**config.mk**
```make
export PLATFORM = sky130hd
export DESIGN_NAME = store_gate_buf
export DESIGN_NICKNAME = d
export VERILOG_FILES = /design/src/rtl/sgb_pkg.sv /design/src/rtl/sgb_ptr_ctrl.sv /design/src/rtl/sgb_entry_ram.sv /design/src/rtl/sgb_fwd_lookup.sv /design/src/rtl/store_gate_buf.sv
export SDC_FILE = /design/constraint.sdc
export NUM_CORES = 2
export LEC_CHECK = 0
export BUFFER_PORTS_ARGS = -buffer_cell sky130_fd_sc_hd__buf_2
export CORE_ASPECT_RATIO = 0.9
export CORE_MARGIN = 10
export CORE_UTILIZATION = 55
export CTS_BUF_LIST = sky130_fd_sc_hd__clkbuf_8
export CTS_CLUSTER_SIZE = 10
export DETAILED_ROUTE_END_ITERATION = 8
export PLACE_DENSITY = 0.74
export SLEW_MARGIN = 10
export SYNTH_ARGS = -nofsm -noshare
export SYNTH_HDL_FRONTEND = slang
export SYNTH_SLANG_ARGS = --single-unit
export TNS_END_PERCENT = 20
```
**constraint.sdc**
```tcl
create_clock -name clk -period 8.9 [get_ports clk]
set_input_delay 1.78 -clock clk [delete_from_list [all_inputs] [get_ports clk]]
set_output_delay 1.78 -clock clk [all_outputs]
set_load 0.1 [all_outputs]
```
**src/rtl/sgb_pkg.sv**
```systemverilog
package sgb_pkg;

    localparam int unsigned SGB_ADDR_W = 32;
    localparam int unsigned SGB_DATA_W = 32;
    localparam int unsigned SGB_BE_W   = SGB_DATA_W / 8;
    localparam int unsigned SGB_OFS_W  = $clog2(SGB_BE_W);

    typedef logic [SGB_ADDR_W-1:0] addr_t;
    typedef logic [SGB_DATA_W-1:0] data_t;
    typedef logic [SGB_BE_W-1:0]   be_t;

    typedef struct packed {
        addr_t addr;
        data_t data;
        be_t   be;
    } st_entry_t;

    // Region action for one cycle; discard outranks release.
    typedef enum logic [1:0] {
        WIN_HOLD     = 2'd0,
        WIN_COMMIT   = 2'd1,
        WIN_ROLLBACK = 2'd2
    } win_op_e;

    function automatic win_op_e pick_win_op(input logic commit_i, input logic rollback_i);
        if (rollback_i)    return WIN_ROLLBACK;
        else if (commit_i) return WIN_COMMIT;
        else               return WIN_HOLD;
    endfunction

    function automatic logic same_word(input addr_t a, input addr_t b);
        return a[SGB_ADDR_W-1:SGB_OFS_W] == b[SGB_ADDR_W-1:SGB_OFS_W];
    endfunction

    function automatic logic covers_word(input be_t be);
        return &be;
    endfunction

endpackage

```
**src/rtl/sgb_ptr_ctrl.sv**
```systemverilog
module sgb_ptr_ctrl #(
    parameter int unsigned DEPTH = 8
) (
    input  logic                     clk,
    input  logic                     rst,
    input  logic                     push_i,
    input  logic                     pop_i,
    input  sgb_pkg::win_op_e         win_op_i,
    output logic [$clog2(DEPTH):0]   head_o,
    output logic [$clog2(DEPTH):0]   tail_o,
    output logic [$clog2(DEPTH):0]   used_o,
    output logic                     full_o,
    output logic                     rel_avail_o
);
    import sgb_pkg::*;

    localparam int unsigned PW = $clog2(DEPTH);
    localparam logic [PW:0] CAP = (PW+1)'(DEPTH);

    // head: oldest held entry; cmt: first uncommitted entry; tail: next free slot.
    logic [PW:0] head_q, cmt_q, tail_q;
    logic [PW:0] push_inc, pop_inc;

    assign push_inc = {{PW{1'b0}}, push_i};
    assign pop_inc  = {{PW{1'b0}}, pop_i};

    always_ff @(posedge clk) begin
        if (rst) begin
            head_q <= '0;
            cmt_q  <= '0;
            tail_q <= '0;
        end else begin
            head_q <= head_q + pop_inc;
            case (win_op_i)
                WIN_ROLLBACK: tail_q <= cmt_q;
                WIN_COMMIT: begin
                    cmt_q  <= tail_q;
                    tail_q <= tail_q + push_inc;
                end
                default: tail_q <= tail_q + push_inc;
            endcase
        end
    end

    assign head_o      = head_q;
    assign tail_o      = tail_q;
    assign used_o      = tail_q - head_q;
    assign full_o      = (used_o == CAP);
    assign rel_avail_o = (head_q != cmt_q);

endmodule

```
**src/rtl/sgb_entry_ram.sv**
```systemverilog
module sgb_entry_ram #(
    parameter int unsigned DEPTH = 8
) (
    input  logic                        clk,
    input  logic                        we_i,
    input  logic [$clog2(DEPTH)-1:0]    waddr_i,
    input  sgb_pkg::st_entry_t          wdata_i,
    input  logic [$clog2(DEPTH)-1:0]    raddr_i,
    output sgb_pkg::st_entry_t          rdata_o,
    output sgb_pkg::st_entry_t          ents_o [DEPTH]
);
    import sgb_pkg::*;

    localparam int unsigned PW = $clog2(DEPTH);

    st_entry_t ents_q [DEPTH];

    for (genvar g = 0; g < DEPTH; g++) begin : g_slot
        always_ff @(posedge clk) begin
            if (we_i && (waddr_i == PW'(g))) begin
                ents_q[g] <= wdata_i;
            end
        end
    end

    assign rdata_o = ents_q[raddr_i];
    assign ents_o  = ents_q;

endmodule

```
**src/rtl/sgb_fwd_lookup.sv**
```systemverilog
module sgb_fwd_lookup #(
    parameter int unsigned DEPTH = 8
) (
    input  sgb_pkg::st_entry_t          ents_i [DEPTH],
    input  logic [$clog2(DEPTH)-1:0]    head_i,
    input  logic [$clog2(DEPTH):0]      used_i,
    input  sgb_pkg::addr_t              ld_addr_i,
    output logic                        hit_o,
    output sgb_pkg::data_t              data_o
);
    import sgb_pkg::*;

    localparam int unsigned PW = $clog2(DEPTH);

    // Walk from oldest to youngest so a later match overrides an earlier one.
    always_comb begin
        logic [PW-1:0] idx;
        hit_o  = 1'b0;
        data_o = '0;
        idx    = '0;
        for (int i = 0; i < DEPTH; i++) begin
            idx = head_i + PW'(i);
            if (((PW+1)'(i) < used_i) &&
                same_word(ents_i[idx].addr, ld_addr_i) &&
                covers_word(ents_i[idx].be)) begin
                hit_o  = 1'b1;
                data_o = ents_i[idx].data;
            end
        end
    end

endmodule

```
**src/rtl/store_gate_buf.sv**
```systemverilog
module store_gate_buf #(
    parameter int unsigned DEPTH = 8
) (
    input  logic        clk,
    input  logic        rst,
    input  logic        st_valid,
    input  logic [31:0] st_addr,
    input  logic [31:0] st_data,
    input  logic [3:0]  st_be,
    output logic        st_stall,
    input  logic        commit,
    input  logic        rollback,
    output logic        mem_valid,
    input  logic        mem_ready,
    output logic [31:0] mem_addr,
    output logic [31:0] mem_data,
    output logic [3:0]  mem_be,
    input  logic [31:0] ld_addr,
    output logic        ld_hit,
    output logic [31:0] ld_data
);
    import sgb_pkg::*;

    localparam int unsigned PW = $clog2(DEPTH);

    win_op_e     win_op;
    logic        full, rel_avail, accept, drain;
    logic [PW:0] head, tail, used;
    st_entry_t   new_ent, head_ent;
    st_entry_t   ents [DEPTH];

    assign win_op  = pick_win_op(commit, rollback);
    assign accept  = st_valid && !full && (win_op != WIN_ROLLBACK);
    assign drain   = rel_avail && mem_ready;
    assign new_ent = '{addr: st_addr, data: st_data, be: st_be};

    sgb_ptr_ctrl #(.DEPTH(DEPTH)) u_ptr (
        .clk         (clk),
        .rst         (rst),
        .push_i      (accept),
        .pop_i       (drain),
        .win_op_i    (win_op),
        .head_o      (head),
        .tail_o      (tail),
        .used_o      (used),
        .full_o      (full),
        .rel_avail_o (rel_avail)
    );

    sgb_entry_ram #(.DEPTH(DEPTH)) u_ram (
        .clk     (clk),
        .we_i    (accept),
        .waddr_i (tail[PW-1:0]),
        .wdata_i (new_ent),
        .raddr_i (head[PW-1:0]),
        .rdata_o (head_ent),
        .ents_o  (ents)
    );

    sgb_fwd_lookup #(.DEPTH(DEPTH)) u_fwd (
        .ents_i    (ents),
        .head_i    (head[PW-1:0]),
        .used_i    (used),
        .ld_addr_i (ld_addr),
        .hit_o     (ld_hit),
        .data_o    (ld_data)
    );

    assign st_stall  = st_valid && full;
    assign mem_valid = rel_avail;
    assign mem_addr  = head_ent.addr;
    assign mem_data  = head_ent.data;
    assign mem_be    = head_ent.be;

endmodule

```
; Yosys cells after proc, flatten, opt, wreduce, memory -nomap -nowiden
; Index checks and enable logic that the tools add are counted.
[classes]
n_eq_ne = 20
addsub = 10
n_reduce_logical = 38
multipliers = 0
shift = 0
div = 0
n_mux = 43
order_cmp = 16
n_bitwise = 8
[ops]
columns = op, n
row1 = $bmux 68 s3, 8
row2 = $mux 68, 16
row3 = $mux 32, 8
row4 = $eq 30x30->1, 8
row5 = $ge 4x4->1 const B, 8
row6 = $not 3->4, 8
row7 = $reduce_and 4->1, 8
row8 = $logic_and 1x1->1, 28
row9 = $lt 3x4->1 const A, 4
row10 = $add 3x3->3 const B, 4
row11 = $eq 3x3->1 const B, 4
row12 = $mux 1, 9
row13 = $add 4x1->4, 2
row14 = $lt 1x4->1 const A, 2
row15 = $lt 2x4->1 const A, 2
row16 = $add 3x2->3 const B, 2
row17 = $eq 3x2->1 const B, 2
row18 = $eq 4x4->1 const B, 1
row19 = $mux 4, 1
row20 = $ne 4x4->1, 1
row21 = $sub 4x4->4, 1
row22 = $add 3x1->3 const B, 1
row23 = $eq 3x1->1 const B, 1
row24 = $logic_not 3->1, 1
row25 = 5 further kinds, 5
[word_totals]
word_cells = 162
ramBits = 0
inputBits = 106
regBits = 556
latchBits = 0
output_inout_bits = 103
mem_count = 0
rom_bits = 0

; Longest topological paths before layout
[logic_depth]
ltp_word = 15
depth_mapped = 25
ltp_nobuf = 13

; Hierarchy
; Synthesis repeated with hierarchy kept, for this count alone.
[hier_totals]
hier_cells = 3588
area_unflattened_um2 = 46474.6
[by_module_without_submodules]
columns = mod, seq_area_each_um2, n_inst, area_per_inst_um2, cells_each
row1 = sgb_fwd_lookup, 0.0, 1, 25339.3, 2715
row2 = sgb_entry_ram, 16335.7, 1, 20435.8, 799
row3 = sgb_ptr_ctrl, 240.2, 1, 668.1, 70
row4 = store_gate_buf, 0.0, 1, 31.3, 4

; Worst setup path after synthesis
; No wires, ideal clock.
[synth_path]
path_kind = reg2out
start = reg u_ptr.head_q[1], in the netlist u_ptr.head_o[1]
end = out ld_data[10]
path_stages_with_launch = 16
arrival_ns = 7.517
setup_slack_ns = -0.397
required_ns = 7.120
n_path_buf = 7
cell_sequence = dfxtp_1 > buf_4 > buf_4 > buf_4 > buf_4 > buf_2 > buf_4 > mux2i_1 > a22o_1 > a221oi_1 > xnor2_1 > nand4_1 > buf_2 > nor4b_2 > o311ai_1 > o311ai_1
[synth_via]
elab_chain_len = 15
word_cells_on_any_way = 88
classes_between = add/sub: 8 / order compare: 8 / eq/ne: 8 / mux: 32 / bitwise: 8 / reduce/logical: 24
[synth_lines]
columns = element, line_no
row1 = "start, declared", sgb_ptr_ctrl.sv:21  ; logic [PW:0] head_q, cmt_q, tail_q;
row2 = "start signal, assigned", sgb_ptr_ctrl.sv:33  ; head_q <= head_q + pop_inc;
row3 = $not 3->4, n/a
row4 = $bmux 68 s3, n/a
row5 = $mux 68 (2 in a row), n/a
row6 = via mem_addr[10], store_gate_buf.sv:15  ; output logic [31:0] mem_addr,
row7 = $eq 30x30->1, sgb_pkg.sv:32  ; return a[SGB_ADDR_W-1:SGB_OFS_W] == b[SGB_ADDR_W-1:SGB_OFS_W];
row8 = $logic_and 1x1->1, sgb_fwd_lookup.sv:23  ; if (((PW+1)'(i) < used_i) &&
row9 = $logic_and 1x1->1, sgb_fwd_lookup.sv:24  ; same_word(ents_i[idx].addr, ld_addr_i) &&
row10 = $mux 32 (8 in a row), sgb_fwd_lookup.sv:23
row11 = "end, declared", store_gate_buf.sv:20  ; output logic [31:0] ld_data
; The timed path passes the listed nets, and every way through them passes these cells. The select of a mux whose other input is x is not followed.

; Worst setup path after layout
[layout_path]
start = reg u_ptr.head_q[0], in the netlist u_ptr.head_o[0]
end = out ld_data[6]
[layout_via]
elab_chain_len = 15
word_cells_on_any_way = 88
classes_between = add/sub: 8 / order compare: 8 / eq/ne: 8 / mux: 32 / bitwise: 8 / reduce/logical: 24
[layout_lines]
columns = element, line_no
row1 = $add 3x1->3 or $not 3->4 (tied branches), n/a
row2 = $not 3->4 (implied by the code) or $bmux 68 s3 (tied branches), "sgb_fwd_lookup.sv:24, sgb_fwd_lookup.sv:25, sgb_fwd_lookup.sv:27"
row3 = $bmux 68 s3 or $mux 68 (tied branches), "sgb_fwd_lookup.sv:24, sgb_fwd_lookup.sv:25, sgb_fwd_lookup.sv:27"
row4 = $mux 68 (implied by the code), sgb_fwd_lookup.sv:24
row5 = $mux 68 (implied by the code) or $eq 30x30->1 (tied branches), "sgb_fwd_lookup.sv:24, sgb_pkg.sv:32"
row6 = $eq 30x30->1 or $logic_and 1x1->1 (tied branches), "sgb_pkg.sv:32, sgb_fwd_lookup.sv:23"
row7 = "$logic_and 1x1->1, on equally long branches", "sgb_fwd_lookup.sv:23, sgb_fwd_lookup.sv:24"
row8 = $logic_and 1x1->1 or $mux 32 (tied branches), "sgb_fwd_lookup.sv:24, sgb_fwd_lookup.sv:23"
row9 = $mux 32 (6 in a row), sgb_fwd_lookup.sv:23
row10 = $mux 32 *, sgb_fwd_lookup.sv:23
; Every way passes the cells marked *; elsewhere a longest branch is shown, timed or not. The select of a mux whose other input is x is not followed.

==> run metrics <==
root buffer cell clkbuf_8; I/O pin cnt 209; Starting DRT DRC Count 5695; post-route cell area 48700 um2; die height 291 um; PortBufs 206; Synth Net Count 3769; Arrival @ worst endpoint 7.02 ns; die area 93600 um2; row count 99; Relative slew margins 0.130; asr flop ratio synth 0; crit path setup slack, layout 0.103 ns; worst r2r path cells 10; synthesized instance count 3652; crit end category primary output; CTS resizes 0; mux contribution to synthesized area 0.336; fmax 0.114 GHz; Post-Syn Area 44900 um2; first-pass GRT wire length 232 mm; Initial Util 0.555; ANT nets after route 0; die width 321 um; PD cells 124 nW/um2; core area 81000 um2; Adder-Cell Fraction of Synth Area 0.00323; leakage power 15.1 nW; most common flop cell mapped by yosys edfxtp_1; endpoints failing hold 0; Yosys warning count 0; share of cells above drive strength 1 0.292; Critical path buffers and inverters 4; largest net degree at the start of global routing 164; simple-gate area share of the yosys netlist 0.118; Fin Setup TNS 0 ns; worst hold path type reg -> reg; Compound-Gate Fraction of Synth Area 0.0864; slowest stage delay, CP 1.12 ns; Top Family by Delay on Critical Path simple AND/OR/NAND/NOR gates; EDFF count, synth 544; Reg area 16600 um2; # DRC 0; fin crit share 0.988; maximum VDD drop 102 uV; hold_buf cts 0; total iterations of the first detailed-routing run 8; vias per cell 7.50; Yosys cell types 86; Tmin final 8.80 ns; slowest CP cell or4_2; H-tree levels 3; clock-pin slew on the worst setup and hold paths 0.06 ns; CTS Buf Count 93; maxcap violations 0; unrepaired setup endpoints after global routing false; Sink Count 556; routed len/inst 32.5 um; Post-Syn Area per Cell 12.3 um2; gr usage total 0.330; worst hold start u_ptr.cmt_q[2]; #FFs+latches synth 556; GPL Wtd Cong 1.12; outcome complete, no violations; Final nets 3833; Setup CP Type reg -> out; Post-DP Area 46800 um2; fillcell total 6324; WHS Endpoint u_ptr.tail_o[2]; CTS tree done; DP Worst Slack 1.11 ns; vias in the first global route 34600; r2r setup slk 4.01 ns; Worst Setup Start Kind register; multi-input logic area 26600 um2; HPWL after DPL 104 mm; crit-path cells inv_2 -> ha_4 -> buf_4 -> mux4_2 -> xnor2_1 -> nand4_1 -> nor3_1 -> o2111ai_1 -> or4_2 -> buf_4 -> a21oi_1 -> o311ai_1 -> o311ai_1 -> buf_2; critical path required time 7.12 ns; grt total ovfl 0; initial antenna violation count 29; clock skew 0.0338 ns; cell count of the worst hold path 2; sequential area share after synthesis 0.369; post-synthesis xor/xnor area fraction 0.0423; crit-path max FO 48; main combinational cell family by area after synthesis multiplexers; WHS 0.545 ns; Post-CTS Setup Bufs 0; clk_lat worst skew 0.75 ns; Setup Viol. Count Final 0; reg2reg end u_ram.ents_o[282]; worst slew pin tran 1.29 ns; via count 36500; Area growth syn-to-layout 8.46%; final WL 158 mm; Critical R2R Launch u_ptr.head_o[0]; fin. max-slew vios 0; maximum clock path buffer count 3
## cells by family (layout without fill, tap and decap cells)
kind of cell	Yosys count	in the layout
AO/OA/AOI/OAI	548	548
XOR/XNOR	216	216
adder cells (fa/ha/maj)	11	11
buffers and inverters	381	520
flip-flops	556	556
multiplexers	833	833
other	0	17
AND/OR/NAND/NOR	1107	1107
## tightest hold or removal path: stages (launching register included)
cell	delay [ns]
dfxtp_1	0.33
a21oi_1	0.13
nor2_1	0.04
## cell usage in the layout (no fill, tap or decap), types with 42 or more instances in the layout
cell / instances
o311ai_1: 77
nor4_1: 49
o21ai_0: 80
a21oi_1: 93
nor2_1: 180
mux4_2: 502
a22oi_1: 52
mux2i_1: 229
o2111ai_1: 42
o22ai_1: 49
buf_2: 205
nand2_1: 577
buf_4: 90
xnor2_1: 184
edfxtp_1: 544
clkbuf_8: 95
mux2_2: 76
## worst max path at each step
stage               startpoint          end  cells after the start
6_report       u_ptr.head_o[0]   ld_data[6]                     14
4_1_cts        u_ptr.head_o[0]  ld_data[29]                     14
3_5_place_dp   u_ptr.head_o[0]   ld_data[6]                     14
5_1_grt        u_ptr.head_o[0]   ld_data[1]                     13
3_3_place_gp   u_ptr.head_o[0]  ld_data[13]                     14
2_1_floorplan  u_ptr.head_o[0]  ld_data[10]                     24
## area by class of cell
| cell class | count | share of cell area |
|---|---|---|
| Multi-Input combinational cell | 2715 | 0.545 |
| Sequential cell | 556 | 0.340 |
| Tap cell | 1060 | 0.0272 |
| Clock inverter | 75 | 0.0124 |
| Timing Repair Buffer | 319 | 0.0448 |
| Inverter | 31 | 0.00241 |
| Antenna cell | 17 | 0.000873 |
| Clock buffer | 95 | 0.0268 |
## per-layer routing
metal  part of all wire  vias up  track usage
li1                   -    14800            -
met1               0.35    18000        0.442
met2               0.43     3050        0.474
met3               0.16      571        0.128
met4              0.049       32        0.144
met5             0.0012        -            0
## state kept, by name, indices dropped and copies added, names as in the netlist
signal and count:
u_ptr.cmt_q 4, u_ram.ents_o 544, u_ptr.head_o 4, u_ptr.tail_o 4
## where the power goes
group / internal (mW) / switching, mW
clock network: 1.29 / 1.10
registers: 2.90 / 0.0207
logic: 0.244 / 0.502
## synth_stat cells, drive strengths merged (7+ instances only)
| master | number | area [um2] |
|---|---|---|
| mux2 | 79 | 901 |
| clkbuf | 155 | 587 |
| xor2 | 28 | 245 |
| a211oi | 9 | 67.6 |
| or4 | 7 | 52.6 |
| a22o | 14 | 123 |
| nor2b | 36 | 225 |
| clkinv | 10 | 37.5 |
| o22ai | 49 | 307 |
| nand2 | 578 | 2180 |
| o21ai | 81 | 405 |
| and2b | 7 | 52.6 |
| or3 | 21 | 131 |
| a22oi | 52 | 390 |
| o211ai | 12 | 90.1 |
| xnor2 | 188 | 1650 |
| nor3 | 41 | 205 |
| and2 | 10 | 62.6 |
| a221oi | 13 | 120 |
| o31ai | 35 | 263 |
| o221ai | 7 | 61.3 |
| inv | 21 | 78.8 |
| edfxtp | 544 | 16300 |
| ha | 10 | 125 |
| o311ai | 98 | 858 |
| nand4 | 38 | 244 |
| nand2b | 22 | 138 |
| a21oi | 93 | 465 |
| o2111ai | 42 | 368 |
| buf | 193 | 1320 |
| nor4b | 37 | 512 |
| nor4 | 53 | 344 |
| mux2i | 229 | 2290 |
| dfxtp | 12 | 240 |
| nand3 | 31 | 155 |
| and3 | 14 | 87.6 |
| nor2 | 186 | 698 |
| mux4 | 525 | 11900 |
## metrics by stage
stage | utilization | total power, mW | cells
floorplan | - | 3.47 | 3652
global placement | 0.578 | 3.68 | 4681
detailed placement | 0.578 | 3.69 | 4681
CTS | 0.601 | 6.06 | 4851
global route | 0.601 | 6.22 | 4859
finish | 0.602 | 6.05 | 4868
(Power assumes the default switching activity.)
